`config.mk`:
```
export PLATFORM = sky130hd
export DESIGN_NAME = clkctl_top
export DESIGN_NICKNAME = d
export VERILOG_FILES = /design/src/rtl/clkctl_pkg.sv /design/src/rtl/clkctl_rst_sync.sv /design/src/rtl/clkctl_reg.sv /design/src/rtl/clkctl_restart.sv /design/src/rtl/clkctl_idle_fsm.sv /design/src/rtl/clkctl_top.sv
export SDC_FILE = /design/constraint.sdc
export NUM_CORES = 1
export LEC_CHECK = 0
export ABC_AREA = 1
export BUFFER_PORTS_ARGS = -buffer_cell sky130_fd_sc_hd__buf_2
export CORE_MARGIN = 3
export CORE_UTILIZATION = 46
export CTS_CLUSTER_SIZE = 24
export DETAILED_ROUTE_END_ITERATION = 16
export MAX_ROUTING_LAYER = met4
export PLACE_DENSITY = 0.83
export SYNTH_ARGS = -nofsm -noshare
export SYNTH_HDL_FRONTEND = slang
export SYNTH_SLANG_ARGS = --single-unit
export TNS_END_PERCENT = 1
```
`constraint.sdc`:
```
create_clock -name clk -period 1.2 [get_ports clk]
set_clock_uncertainty 0.15 [all_clocks]
set_input_delay 0.12 -clock clk [delete_from_list [all_inputs] [get_ports clk]]
set_output_delay 0.12 -clock clk [all_outputs]
set_load 0.005 [all_outputs]
```
`src/rtl/clkctl_pkg.sv`:
```
package clkctl_pkg;
  localparam int CTL_W     = 16;
  localparam int TRIM_W    = 6;
  localparam int DEPTH_POS = 10;
  localparam int FIXED_POS = 8;
  localparam int TLOW_POS  = 9;
  localparam logic [CTL_W-1:0] CTL_RST = 16'h0100;

  typedef enum logic [1:0] {
    PS_RUN   = 2'd0,
    PS_IDLE  = 2'd1,
    PS_STALL = 2'd2
  } pwr_state_e;

  // place a 6-bit trim word into the split field of a control word
  function automatic logic [CTL_W-1:0] place_trim(input logic [CTL_W-1:0] w,
                                                  input logic [TRIM_W-1:0] t);
    logic [CTL_W-1:0] r;
    r        = w;
    r[15:11] = t[5:1];
    r[9]     = t[0];
    return r;
  endfunction

  function automatic logic [TRIM_W-1:0] pick_trim(input logic [CTL_W-1:0] w);
    return {w[15:11], w[9]};
  endfunction
endpackage

```
`src/rtl/clkctl_rst_sync.sv`:
```
module clkctl_rst_sync #(
  parameter int STAGES = 2
) (
  input  logic clk,
  input  logic arst_n,
  output logic srst_n
);
  logic [STAGES-1:0] sync_q;

  always_ff @(posedge clk or negedge arst_n) begin
    if (!arst_n) sync_q <= '0;
    else         sync_q <= {sync_q[STAGES-2:0], 1'b1};
  end

  assign srst_n = sync_q[STAGES-1];
endmodule

```
`src/rtl/clkctl_reg.sv`:
```
module clkctl_reg
  import clkctl_pkg::*;
(
  input  logic              clk,
  input  logic              rst_n,
  input  logic              wr_en,
  input  logic [CTL_W-1:0]  wr_data,
  input  logic              trim_ld,
  input  logic [TRIM_W-1:0] trim_src,
  output logic [CTL_W-1:0]  ctl_q,
  output logic [TRIM_W-1:0] trim_code,
  output logic              deep_sel
);
  logic [CTL_W-1:0] ctl_d;
  logic             ctl_en;

  assign ctl_en = wr_en | trim_ld;

  always_comb begin
    ctl_d = ctl_q;
    if (wr_en)   ctl_d = wr_data;
    if (trim_ld) ctl_d = place_trim(ctl_d, trim_src);
    ctl_d[FIXED_POS] = 1'b1;
  end

  always_ff @(posedge clk or negedge rst_n) begin
    if (!rst_n)      ctl_q <= CTL_RST;
    else if (ctl_en) ctl_q <= ctl_d;
  end

  assign trim_code = pick_trim(ctl_q);
  assign deep_sel  = ctl_q[DEPTH_POS];


  wr_low_chk: assert property (@(posedge clk) disable iff (!rst_n)
    wr_en |=> ctl_q[7:0] == $past(wr_data[7:0]));

  trim_map_chk: assert property (@(posedge clk) disable iff (!rst_n)
    trim_ld |=> (ctl_q[15:11] == $past(trim_src[5:1])) && (ctl_q[9] == $past(trim_src[0])));

  trim_keep_chk: assert property (@(posedge clk) disable iff (!rst_n)
    (trim_ld && !wr_en) |=> (ctl_q[10] == $past(ctl_q[10])) && (ctl_q[7:0] == $past(ctl_q[7:0])));

  hold_chk: assert property (@(posedge clk) disable iff (!rst_n)
    !ctl_en |=> $stable(ctl_q));
endmodule

```
`src/rtl/clkctl_restart.sv`:
```
module clkctl_restart #(
  parameter int CRO_DLY = 1024,
  parameter int RTO_DLY = 64
) (
  input  logic clk,
  input  logic rst_n,
  input  logic start,
  input  logic osc_sel,
  output logic busy,
  output logic done
);
  localparam int MAX_DLY = (CRO_DLY > RTO_DLY) ? CRO_DLY : RTO_DLY;
  localparam int CW      = $clog2(MAX_DLY + 1);
  localparam logic [CW-1:0] CRO_LD = CW'(CRO_DLY - 1);
  localparam logic [CW-1:0] RTO_LD = CW'(RTO_DLY - 1);

  logic [CW-1:0] cnt_q, cnt_d;
  logic          busy_q, busy_d;
  logic          reg_en;

  assign done   = busy_q && (cnt_q == '0);
  assign busy   = busy_q;
  assign reg_en = start | busy_q;

  always_comb begin
    cnt_d  = cnt_q;
    busy_d = busy_q;
    if (start) begin
      busy_d = 1'b1;
      cnt_d  = osc_sel ? CRO_LD : RTO_LD;
    end else if (done) begin
      busy_d = 1'b0;
    end else if (busy_q) begin
      cnt_d = cnt_q - 1'b1;
    end
  end

  always_ff @(posedge clk or negedge rst_n) begin
    if (!rst_n) begin
      cnt_q  <= '0;
      busy_q <= 1'b0;
    end else if (reg_en) begin
      cnt_q  <= cnt_d;
      busy_q <= busy_d;
    end
  end


  start_busy_chk: assert property (@(posedge clk) disable iff (!rst_n)
    start |=> busy_q);

  count_down_chk: assert property (@(posedge clk) disable iff (!rst_n)
    (busy_q && cnt_q != '0 && !start) |=> cnt_q == $past(cnt_q) - 1'b1);

  load_len_chk: assert property (@(posedge clk) disable iff (!rst_n)
    start |=> cnt_q == ($past(osc_sel) ? CRO_LD : RTO_LD));
endmodule

```
`src/rtl/clkctl_idle_fsm.sv`:
```
module clkctl_idle_fsm
  import clkctl_pkg::*;
(
  input  logic clk,
  input  logic rst_n,
  input  logic idle_req,
  input  logic wake_any,
  input  logic deep_sel,
  input  logic restart_done,
  output logic restart_start,
  output logic cpu_clk_en,
  output logic mc_clk_en,
  output logic stall
);
  pwr_state_e st_q, st_d;
  logic       deep_q;
  logic       deep_en;

  always_comb begin
    st_d          = st_q;
    restart_start = 1'b0;
    deep_en       = 1'b0;
    unique case (st_q)
      PS_RUN: if (idle_req) begin
        st_d    = PS_IDLE;
        deep_en = 1'b1;
      end
      PS_IDLE: if (wake_any) begin
        st_d          = PS_STALL;
        restart_start = 1'b1;
      end
      PS_STALL: if (restart_done) st_d = PS_RUN;
      default: st_d = PS_RUN;
    endcase
  end

  always_ff @(posedge clk or negedge rst_n) begin
    if (!rst_n) st_q <= PS_RUN;
    else        st_q <= st_d;
  end

  always_ff @(posedge clk or negedge rst_n) begin
    if (!rst_n)       deep_q <= 1'b0;
    else if (deep_en) deep_q <= deep_sel;
  end

  assign cpu_clk_en = (st_q == PS_RUN);
  assign stall      = (st_q == PS_STALL);
  assign mc_clk_en  = !(deep_q && (st_q != PS_RUN));


  mc_order_chk: assert property (@(posedge clk) disable iff (!rst_n)
    !mc_clk_en |-> !cpu_clk_en);

  resume_chk: assert property (@(posedge clk) disable iff (!rst_n)
    $fell(stall) |-> cpu_clk_en && mc_clk_en);

  wake_cause_chk: assert property (@(posedge clk) disable iff (!rst_n)
    $rose(stall) |-> $past(wake_any));

  depth_hold_chk: assert property (@(posedge clk) disable iff (!rst_n)
    (!cpu_clk_en && !$past(cpu_clk_en)) |-> $stable(mc_clk_en));
endmodule

```
`src/rtl/clkctl_top.sv`:
```
module clkctl_top #(
  parameter int CRO_DLY = 1024,
  parameter int RTO_DLY = 64,
  parameter int WAKE_W  = 4
) (
  input  logic              clk,
  input  logic              rst_n,
  input  logic              wr_en,
  input  logic [15:0]       wr_data,
  input  logic              trim_ld,
  input  logic [5:0]        trim_src,
  input  logic              osc_sel,
  input  logic              idle_req,
  input  logic [WAKE_W-1:0] wake,
  output logic [15:0]       rd_data,
  output logic [5:0]        trim_code,
  output logic              cpu_clk_en,
  output logic              mc_clk_en,
  output logic              stall
);
  logic srst_n;
  logic deep_sel;
  logic wake_any;
  logic rs_start, rs_done, rs_busy;

  assign wake_any = |wake;

  clkctl_rst_sync #(.STAGES(2)) u_rst (
    .clk(clk), .arst_n(rst_n), .srst_n(srst_n)
  );

  clkctl_reg u_reg (
    .clk(clk), .rst_n(srst_n),
    .wr_en(wr_en), .wr_data(wr_data),
    .trim_ld(trim_ld), .trim_src(trim_src),
    .ctl_q(rd_data), .trim_code(trim_code), .deep_sel(deep_sel)
  );

  clkctl_restart #(.CRO_DLY(CRO_DLY), .RTO_DLY(RTO_DLY)) u_rs (
    .clk(clk), .rst_n(srst_n),
    .start(rs_start), .osc_sel(osc_sel),
    .busy(rs_busy), .done(rs_done)
  );

  clkctl_idle_fsm u_fsm (
    .clk(clk), .rst_n(srst_n),
    .idle_req(idle_req), .wake_any(wake_any), .deep_sel(deep_sel),
    .restart_done(rs_done), .restart_start(rs_start),
    .cpu_clk_en(cpu_clk_en), .mc_clk_en(mc_clk_en), .stall(stall)
  );


  stall_busy_chk: assert property (@(posedge clk) disable iff (!srst_n)
    stall |-> rs_busy);
endmodule

```
Word-level counts from Yosys, hierarchy flattened:

Cells that the tools add are included.

* input port bits: 32
* logic and storage cells: 46
* output and inout port bits: 25
* register bits: 32

* muxes and demuxes: 16
* reductions and logical operators: 14
* equal/unequal tests: 6
* add/sub/neg operators: 1
* bitwise operators: 2

Operator list (number)
* 11-bit 2-to-1 mux: 3
* 16-bit 2-to-1 mux: 2
* 11-bit logical NOT: 1
* 11-bit by 1-bit subtractor with 11-bit output (second input constant): 1
* 10-bit 2-to-1 mux: 1
* 2-bit nonzero test: 4
* 1-bit 2-to-1 mux: 6
* 2-bit 2-to-1 mux: 3
* 2-bit by 1-bit inequality test with 1-bit output (second input constant): 3
* 2-bit case mux with 3 select lines: 1
* 3-bit AND reduction: 2
* 2-bit AND reduction: 2
* 4-bit OR reduction: 1
* 2-bit by 1-bit == test with 1-bit output (second input constant): 1
* 2-bit == test (second input constant): 1
* 1-bit logical AND: 2
* 2-bit logical NOT: 1
* 2-bit inequality test (second input constant): 1
* 1-bit bitwise OR: 2
* 1-bit logical NOT: 1

Longest topological paths before layout:

Gate-level depths: netlist of run 1.

* word-level depth: 5
* depth in mapped cells: 10
* mapped depth without buffers: 10

By module:

Synthesis of run 1 repeated with hierarchy kept, for this count alone.

* cell total of the unflattened synthesis: 211
* area, all modules: 1749.2 sq um

By module, submodules not included
* clkctl_reg: seq. area each 375.4 sq um, cells each 81, instances 1, area an instance 772.0 sq um
* clkctl_restart: seq. area each 300.3 sq um, cells each 106, instances 1, area an instance 759.5 sq um
* clkctl_idle_fsm: seq. area each 75.1 sq um, cells each 18, instances 1, area an instance 152.6 sq um
* clkctl_rst_sync: seq. area each 50.0 sq um, cells each 3, instances 1, area an instance 53.8 sq um
* clkctl_top: seq. area each 0.0 sq um, cells each 3, instances 1, area an instance 11.3 sq um

Least setup slack after synthesis of run 1:

No wires, ideal clock.

* path type: register -> register
* start point: register u_rs.cnt_q[0]
* end point: register u_rs.cnt_q[2]
* cell stages (with the launch flop): 11
* library setup time: 121 ps
* buffers on the path: 1
* path slack: -441 ps
* required time: 929 ps
* arrival: 1370 ps
* period minus slack after synthesis: 1641 ps
* cells stage by stage: dfrtp_1 -> inv_1 -> ha_1 -> nand3_2 -> nor2_4 -> nand3_2 -> nand2_4 -> nand2_4 -> buf_6 -> nand2_1 -> o21ai_1

* cells in the longest elaborated chain, start to end: 4
* elaborated cells between the ends (all ways): 8
* classes of those cells: add/sub (1); eq/ne (1); mux (3); reduce/logical (3)

RTL lines
* from (decl): RTL line clkctl_restart.sv:17 `logic [CW-1:0] cnt_q, cnt_d;`
* from (signal assigned): RTL line clkctl_restart.sv:43 `cnt_q <= cnt_d;`
* 11-bit by 1-bit subtractor with 11-bit output or 11-bit logical NOT (tied branches): RTL line clkctl_restart.sv:34, clkctl_restart.sv:21
* 11-bit 2-to-1 mux or 1-bit logical AND (tied branches): RTL line clkctl_restart.sv:33, clkctl_restart.sv:21
* 11-bit 2-to-1 mux or 2-bit by 1-bit inequality test with 1-bit output (tied branches)
* 11-bit 2-to-1 mux or 3-bit AND reduction (tied branches)

Several ways; a longest one is shown, not always the timed one. The select of a mux whose other input is x is not followed.
A chain may end at the register's enable or synchronous reset.

Worst setup path in the final report of run 1:

* start point: register u_rs.cnt_q[1]
* end point: register u_rs.cnt_q[7]

The elaborated chain is that of the path after synthesis.

==> insert_results.sql, run 1 <==
INSERT INTO impl_metrics (metric_group, metric, value, unit) VALUES
('worst_setup_path', 'timing.setup.critical_path_class', 'flop to flop', ''),
('worst_setup_path', 'crit_top_cell', 'sky130_fd_sc_hd__nand2_1', ''),
('worst_setup_path', 'cpLargestDelayFamily', 'simple AND/OR/NAND/NOR gates', ''),
('clock_network', 'tritoncts.num_buffers', '5', ''),
('final_layout', 'layout-drive-gt1-share', '0.451', ''),
('sta', 'timing.final.ws_setup', '-0.370', 'ns'),
('run', 'timing.max_cap.violations', '0', ''),
('power', 'worst_ir_drop_vdd', '1370', 'uV'),
('final_layout', 'syn_to_final_growth', '58.4', '%'),
('worst_setup_path', 'slowest_stage', 'sky130_fd_sc_hd__dfrtp_1', ''),
('final_layout', 'multi_input_area', '751', 'sq um'),
('routing', 'antenna_violating_nets_post_route', '0', ''),
('final_layout', 'most_common_cell_after_layout_fill_and_taps_aside', 'sky130_fd_sc_hd__nand2_1', ''),
('sta', 'finish_stage_setup_viols', '17', ''),
('worst_setup_path', 'cp_num_buf_inv', '1', ''),
('logic_synthesis', 'fraction_of_the_yosys_area_taken_by_sequential_cells', '0.503', ''),
('sta', 'finalWorstPathRequiredPeriod', '1.57', 'ns'),
('sta', 'final_clock_period_utilization_by_the_worst_path', '1.31', ''),
('worst_setup_path', 'cp_data_arrival_time', '1.71', 'ns'),
('die', 'number_of_placement_rows', '20', ''),
('worst_setup_path', 'worst_path_largest_cell_delay', '0.42', 'ns'),
('die', 'initial_core_util', '0.501', ''),
('logic_synthesis', 'synth_top_cells_by_area', 'sky130_fd_sc_hd__dfrtp_1, sky130_fd_sc_hd__nand2_1, sky130_fd_sc_hd__mux2_2', ''),
('final_layout', 'fin_cells', '339', ''),
('final_layout', 'fillers', '179', ''),
('grt', 'number_of_global_route_vias_before_repair', '1703', ''),
('worst_setup_path', 'cp_data_required_time', '1.34', 'ns'),
('grt', 'grt_antenna_before_repair', '0', ''),
('clock_network', 'clock-sinks', '32', ''),
('logic_synthesis', 'synth_cell_types', '26', ''),
('die', 'floorplan.die.height', '64.8', 'um'),
('logic_synthesis', 'yosys_register_bits', '32', ''),
('die', 'placeableCoreArea', '3180', 'sq um'),
('clock_network', 'worstSkewPairLatency', '0.35', 'ns'),
('clock_network', 'clock_tree_from_tritoncts', 'done', ''),
('clock_network', 'clock_slew_at_the_register_clock_pins_of_the_worst_setup_and_hold_paths', '0.11', 'ns'),
('sta', 'maxSlewViolCount', '0', ''),
('routing', 'drc_errors', '0', ''),
('sta', 'hold_violations', '0', ''),
('run_status', 'violated_checks', 'setup timing', ''),
('logic_synthesis', 'synth_top_area_cell', 'sky130_fd_sc_hd__dfrtp_1', ''),
('die', 'die_area', '4200', 'sq um'),
('grt', 'globalRouteOverflowTotal', '0', ''),
('routing', 'vias_per_cell', '5.25', ''),
('sta', 'grt_setup_unrepaired', 'true', ''),
('clock_network', 'cts_htree_levels', '2', ''),
('logic_synthesis', 'synth_area_per_cell', '8.52', 'sq um'),
('min_path', 'worstHoldPathType', 'flop to asynchronous set/reset pin', ''),
('worst_setup_path', 'critical_path.cell_chain', 'nor2_1 > nand2_2 > buf_4 > o21ai_0 > nand3_1 > nand2_1 > nand2_1 > o21ai_2', ''),
('final_layout', 'finalNetCount', '327', ''),
('routing', 'route.detailed.wl_per_inst', '15.6', 'um'),
('placed_design', 'numPortBuffers', '54', ''),
('placed_design', 'postPlaceCellArea', '2080', 'sq um'),
('final_layout', 'final_cell_mix', 'sky130_fd_sc_hd__nand2_1, sky130_fd_sc_hd__buf_2, sky130_fd_sc_hd__dfrtp_1', ''),
('power', 'cellLeakagePower', '1.29', 'nW'),
('logic_synthesis', 'synth.top_cell.area_share', '0.503', ''),
('power', 'power-per-cell-area', '1720', 'nW/um^2'),
('routing', 'drt_iter0_markers', '230', ''),
('worst_setup_path', 'endpoint_kind', 'flop', ''),
('grt', 'globalRouteTotalUtil', '0.258', ''),
('routing', 'drt_wl_total', '5280', 'um'),
('grt', 'grt_pass1_wl', '8000', 'um'),
('final_layout', 'diodes', '0', ''),
('placed_design', 'numPlacedInstances', '304', ''),
('final_layout', 'final_design_instance_area_without_fill', '2520', 'sq um'),
('placed_design', 'dp_hpwl', '2930', 'um'),
('sta', 'max_freq', '637', 'MHz'),
('routing', 'number_of_vias_in_the_routed_layout', '1781', ''),
('grt', 'grt_max_degree', '20', ''),
('run_status', 'outcome', 'finished, violations left', ''),
('worst_setup_path', 'critPathLaunchType', 'flop', '');
[worst register-to-register path: stages, from the launching register on]
cell	delay (ns)
sky130_fd_sc_hd__dfrtp_1	0.42
sky130_fd_sc_hd__nor2_1	0.18
sky130_fd_sc_hd__nand2_2	0.11
sky130_fd_sc_hd__buf_4	0.16
sky130_fd_sc_hd__o21ai_0	0.17
sky130_fd_sc_hd__nand3_1	0.10
sky130_fd_sc_hd__nand2_1	0.09
sky130_fd_sc_hd__nand2_1	0.08
sky130_fd_sc_hd__o21ai_2	0.06
[layout make-up]
cell class / instances / area share
Clock buffer: 5 / 0.0149
Clock inverter: 3 / 0.0169
Inverter: 18 / 0.0288
Multi-Input combinational cell: 127 / 0.298
Sequential cell: 32 / 0.317
Tap cell: 44 / 0.0218
Timing Repair Buffer: 110 / 0.303
[power by group]
part           total, W  switching, W  internal, W
combinational   0.00196       0.00103     0.000929
sequential      0.00152      0.000196      0.00133
clock          0.000846      0.000412     0.000434
[what timing repair did]
| item | in CTS | in global routing |
|---|---|---|
| setup buffers | 0 | 1 |
| cloned | 1 | 0 |
| endpoints found under the hold margin | 19 | 0 |
| hold buffers | 25 | 0 |
| setup endpoints to repair | 16 | 27 |
| pin swaps | 1 | 2 |
| resized for setup | 11 | 21 |
[kinds of logic (layout without fill, tap and decap cells)]
family	after synthesis	in the layout	synth area share
DFF	32	32	0.503
other	1	2	0.00235
AOI/OAI and AO/OA	20	20	0.0770
and+or+nand+nor	95	96	0.258
adders and majority gates	1	1	0.00785
buffers and inverters	30	136	0.0958
muxes	8	8	0.0566
[final timing paths]
path | from | to | cells past startpoint
max | u_rs.cnt_q[1] | u_rs.cnt_q[7] | 8
min | u_rst.sync_q[1] | u_reg.ctl_q[13] | 1
max reg2reg | u_rs.cnt_q[1] | u_rs.cnt_q[7] | 8
min reg2reg | u_rst.sync_q[1] | u_reg.ctl_q[13] | 1
max in group asynchronous | rst_n | u_rst.sync_q[1] | 3
min in group clk | osc_sel | u_rs.cnt_q[6] | 5
[state kept, by name, indices dropped and copies added (netlist names)]
| register | flops |
|---|---|
| u_fsm.deep_q | 1 |
| u_fsm.st_q | 2 |
| u_rs.cnt_q | 11 |
| u_rs.busy | 1 |
| u_rst.sync_q | 2 |
| u_reg.ctl_q | 15 |
[through the flow]
step	TNS (ns)	util	hold slack [ns]	worst slack (ns)	total power, W
4_1_cts	-4.36	0.772	0.00514	-0.333	0.00405
6_report	-4.64	0.794	0.0420	-0.370	0.00433
2_1_floorplan	-3.10	-	-0.326	-0.329	0.00235
3_3_place_gp	-3.16	0.655	-0.243	-0.337	0.00303
5_1_grt	-5.91	0.794	0.0668	-0.471	0.00458
3_5_place_dp	-3.77	0.655	-0.242	-0.397	0.00309
[metal layers]
metal | GRT usage | up-vias | part of all wire
li1 | - | 803 | -
met1 | 0.281 | 843 | 0.37
met3 | 0.0468 | 23 | 0.068
met2 | 0.441 | 112 | 0.52
met5 | - | - | 0
met4 | 0.150 | 0 | 0.045
[cells in the mapped netlist (all sizes together)]
cell type / count
a41oi: 1
o211ai: 1
a22oi: 1
ha: 1
nand3: 14
nor3: 1
dfrtp: 32
conb: 1
a21oi: 1
or2: 1
o21ai: 15
mux2: 8
buf: 11
clkbuf: 1
inv: 18
nor2: 16
o31ai: 1
nand2: 63
(Power assumes the default switching activity.)
==> run 2, diff against run 1 <==
Settings changed: SKIP_LAST_GASP set to 1.
==> insert_results.sql, run 2 (synthesis gave the netlist of run 1 again) <==
INSERT INTO impl_metrics (metric_group, metric, value, unit) VALUES
('sta', 'finish_stage_setup_viols', '19', ''),
('routing', 'drt-pass1-iter-count', '4', ''),
('placed_design', 'postPlaceCellArea', '2080', 'sq um'),
('run_status', 'outcome', 'finished, violations left', ''),
('grt', 'grt_max_degree', '20', ''),
('min_path', 'holdPathEnd', 'u_fsm.st_q[0]', ''),
('sta', 'hold_violations', '0', ''),
('power', 'cellLeakagePower', '1.28', 'nW'),
('routing', 'drt_wl_total', '5130', 'um'),
('grt', 'globalRouteTotalUtil', '0.256', ''),
('worst_setup_path', 'crit-reg2reg-capture', 'u_rs.cnt_q[9]', ''),
('die', 'die_w', '64.8', 'um'),
('die', 'io_pins', '57', ''),
('die', 'floorplan.die.height', '64.8', 'um'),
('clock_network', 'worstSkewPairLatency', '0.35', 'ns'),
('power', 'worst_ir_drop_vdd', '1360', 'uV'),
('clock_network', 'clock-sinks', '32', ''),
('sta', 'timing.final.ws_setup', '-0.394', 'ns'),
('worst_setup_path', 'critPathLaunchType', 'flop', ''),
('routing', 'number_of_vias_in_the_routed_layout', '1743', ''),
('run_status', 'violated_checks', 'setup timing', ''),
('final_layout', 'fin_cells', '339', ''),
('clock_network', 'clock_slew_at_the_register_clock_pins_of_the_worst_setup_and_hold_paths', '0.11', 'ns'),
('placed_design', 'place.gp.congestion', '0.847', ''),
('worst_setup_path', 'timing.setup.critical_path_class', 'flop to flop', ''),
('final_layout', 'final_cell_mix', 'sky130_fd_sc_hd__nand2_1, sky130_fd_sc_hd__buf_2, sky130_fd_sc_hd__dfrtp_1', ''),
('min_path', 'worstHoldPathType', 'input port to flop', ''),
('final_layout', 'final_design_instance_area_without_fill', '2470', 'sq um'),
('sta', 'final_clock_period_utilization_by_the_worst_path', '1.33', ''),
('worst_setup_path', 'cp_data_arrival_time', '1.68', 'ns'),
('routing', 'drc_errors', '0', ''),
('worst_setup_path', 'reg2reg_from', 'u_rs.cnt_q[3]', ''),
('grt', 'grt_antenna_before_repair', '0', ''),
('sta', 'finalWorstPathRequiredPeriod', '1.59', 'ns'),
('final_layout', 'multi_input_area', '712', 'sq um'),
('min_path', 'min_path_cells', '5', ''),
('grt', 'number_of_global_route_vias_before_repair', '1687', ''),
('die', 'placeableCoreArea', '3180', 'sq um'),
('placed_design', 'numPortBuffers', '54', ''),
('clock_network', 'max-clock-path-buffers', '2', ''),
('final_layout', 'most_common_cell_after_layout_fill_and_taps_aside', 'sky130_fd_sc_hd__nand2_1', ''),
('routing', 'antenna_violating_nets_post_route', '0', ''),
('clock_network', 'clock_tree_from_tritoncts', 'done', ''),
('final_layout', 'largest_register', 'u_reg.ctl_q', ''),
('routing', 'vias_per_cell', '5.14', ''),
('final_layout', 'largest_register_ff_count', '15', ''),
('routing', 'route.detailed.wl_per_inst', '15.1', 'um'),
('clock_network', 'root_buffer', 'sky130_fd_sc_hd__clkbuf_4', ''),
('grt', 'grt_pass1_wl', '7940', 'um'),
('routing', 'drt_iter0_markers', '245', ''),
('die', 'number_of_placement_rows', '20', ''),
('worst_setup_path', 'path_max_fanout', '4', ''),
('clock_network', 'tritoncts.num_buffers', '5', ''),
('final_layout', 'syn_to_final_growth', '55.3', '%'),
('worst_setup_path', 'cp_data_required_time', '1.29', 'ns'),
('placed_design', 'dp_hpwl', '2930', 'um'),
('clock_network', 'cts_htree_levels', '2', ''),
('run', 'timing.max_cap.violations', '0', ''),
('die', 'initial_core_util', '0.501', ''),
('min_path', 'hold_path.startpoint', 'wake[1]', ''),
('die', 'die_area', '4200', 'sq um'),
('placed_design', 'numPlacedInstances', '304', ''),
('sta', 'max_freq', '627', 'MHz'),
('power', 'power-per-cell-area', '1690', 'nW/um^2'),
('final_layout', 'layout-drive-gt1-share', '0.420', ''),
('final_layout', 'fillers', '188', ''),
('worst_setup_path', 'timing.reg2reg.setup_slack', '-0.39', 'ns'),
('final_layout', 'ff_latch_area', '801', 'sq um'),
('final_layout', 'reg.largest.list', 'u_reg.ctl_q x15, u_rs.cnt_q x11', ''),
('worst_setup_path', 'endpoint_kind', 'flop', ''),
('worst_setup_path', 'ff2ff_path_depth', '10', ''),
('sta', 'maxSlewViolCount', '0', ''),
('grt', 'globalRouteOverflowTotal', '0', ''),
('final_layout', 'finalNetCount', '327', ''),
('final_layout', 'diodes', '0', ''),
('sta', 'grt_setup_unrepaired', 'true', '');
## run 2: cell counts in the layout (fill, tap and decap cells not counted)
Identical to the previous run, type by type.
## run 2: report_power, final
part / total (W) / switching (W) / leakage, nW / internal (W)
Combinational: 0.00184 / 0.000964 / 0.867 / 0.000872
Clock: 0.000838 / 0.000405 / 0.0412 / 0.000434
Sequential: 0.00151 / 0.000187 / 0.376 / 0.00133
## run 2: timing repair
action                     4_1_cts  5_1_grt
setup buffers                    0        1
gates cloned                     1        0
hold buffers                    25        0
gates resized for setup          7        8
setup endpoints to repair       16       28
hold endpoints to repair        19        0
pin swaps                        1        1
## run 2: layout make-up
cell class              count  share of cell area
clock buffers               5              0.0152
clock inverters             3              0.0172
inverters                  18              0.0293
multi-input cells         127               0.288
flip-flops and latches     32               0.324
well taps                  44              0.0223
repair buffers            110               0.305
## run 2: how the worst max path moves through the flow
stage / start / endpoint / cells past startpoint
4_1_cts: u_rs.cnt_q[1] / u_rs.cnt_q[6] / 10
5_1_grt: u_rs.cnt_q[3] / u_rs.cnt_q[9] / 10
2_1_floorplan: u_rs.cnt_q[0] / u_rs.cnt_q[2] / 10
6_report: u_rs.cnt_q[3] / u_rs.cnt_q[9] / 10
3_5_place_dp: u_rs.cnt_q[1] / u_rs.cnt_q[0] / 9
3_3_place_gp: u_rs.cnt_q[1] / u_rs.cnt_q[0] / 9
## run 2: per-layer routing
layer,global-route usage,vias to the layer above,wire (um)
met5,-,-,0
met4,0.150,0,235
met3,0.0468,24,365
met2,0.436,106,2650
met1,0.280,814,1880
li1,-,799,-
## run 2: per-stage QoR
step	setup WS, ns	total power, W	hold slack [ns]	utilization	setup TNS (ns)
finish	-0.394	0.00419	0.0124	0.778	-4.82
global route	-0.468	0.00444	0.0355	0.778	-6.86
CTS	-0.333	0.00401	0.00514	0.769	-4.45
detailed placement	-0.397	0.00309	-0.242	0.655	-3.77
global placement	-0.337	0.00303	-0.243	0.655	-3.16
floorplan	-0.329	0.00235	-0.326	-	-3.10
## run 2: critical path, stage by stage, from the launching register on
cell                      delay, ns
sky130_fd_sc_hd__dfrtp_1       0.45
sky130_fd_sc_hd__nor2_2        0.19
sky130_fd_sc_hd__inv_1         0.12
sky130_fd_sc_hd__nor2_4        0.15
sky130_fd_sc_hd__nand2_1       0.06
sky130_fd_sc_hd__nand2_1       0.06
sky130_fd_sc_hd__nand2_1       0.06
sky130_fd_sc_hd__nand2_1       0.06
sky130_fd_sc_hd__nand2_1       0.06
sky130_fd_sc_hd__nand2_1       0.07
sky130_fd_sc_hd__nand2_1       0.06
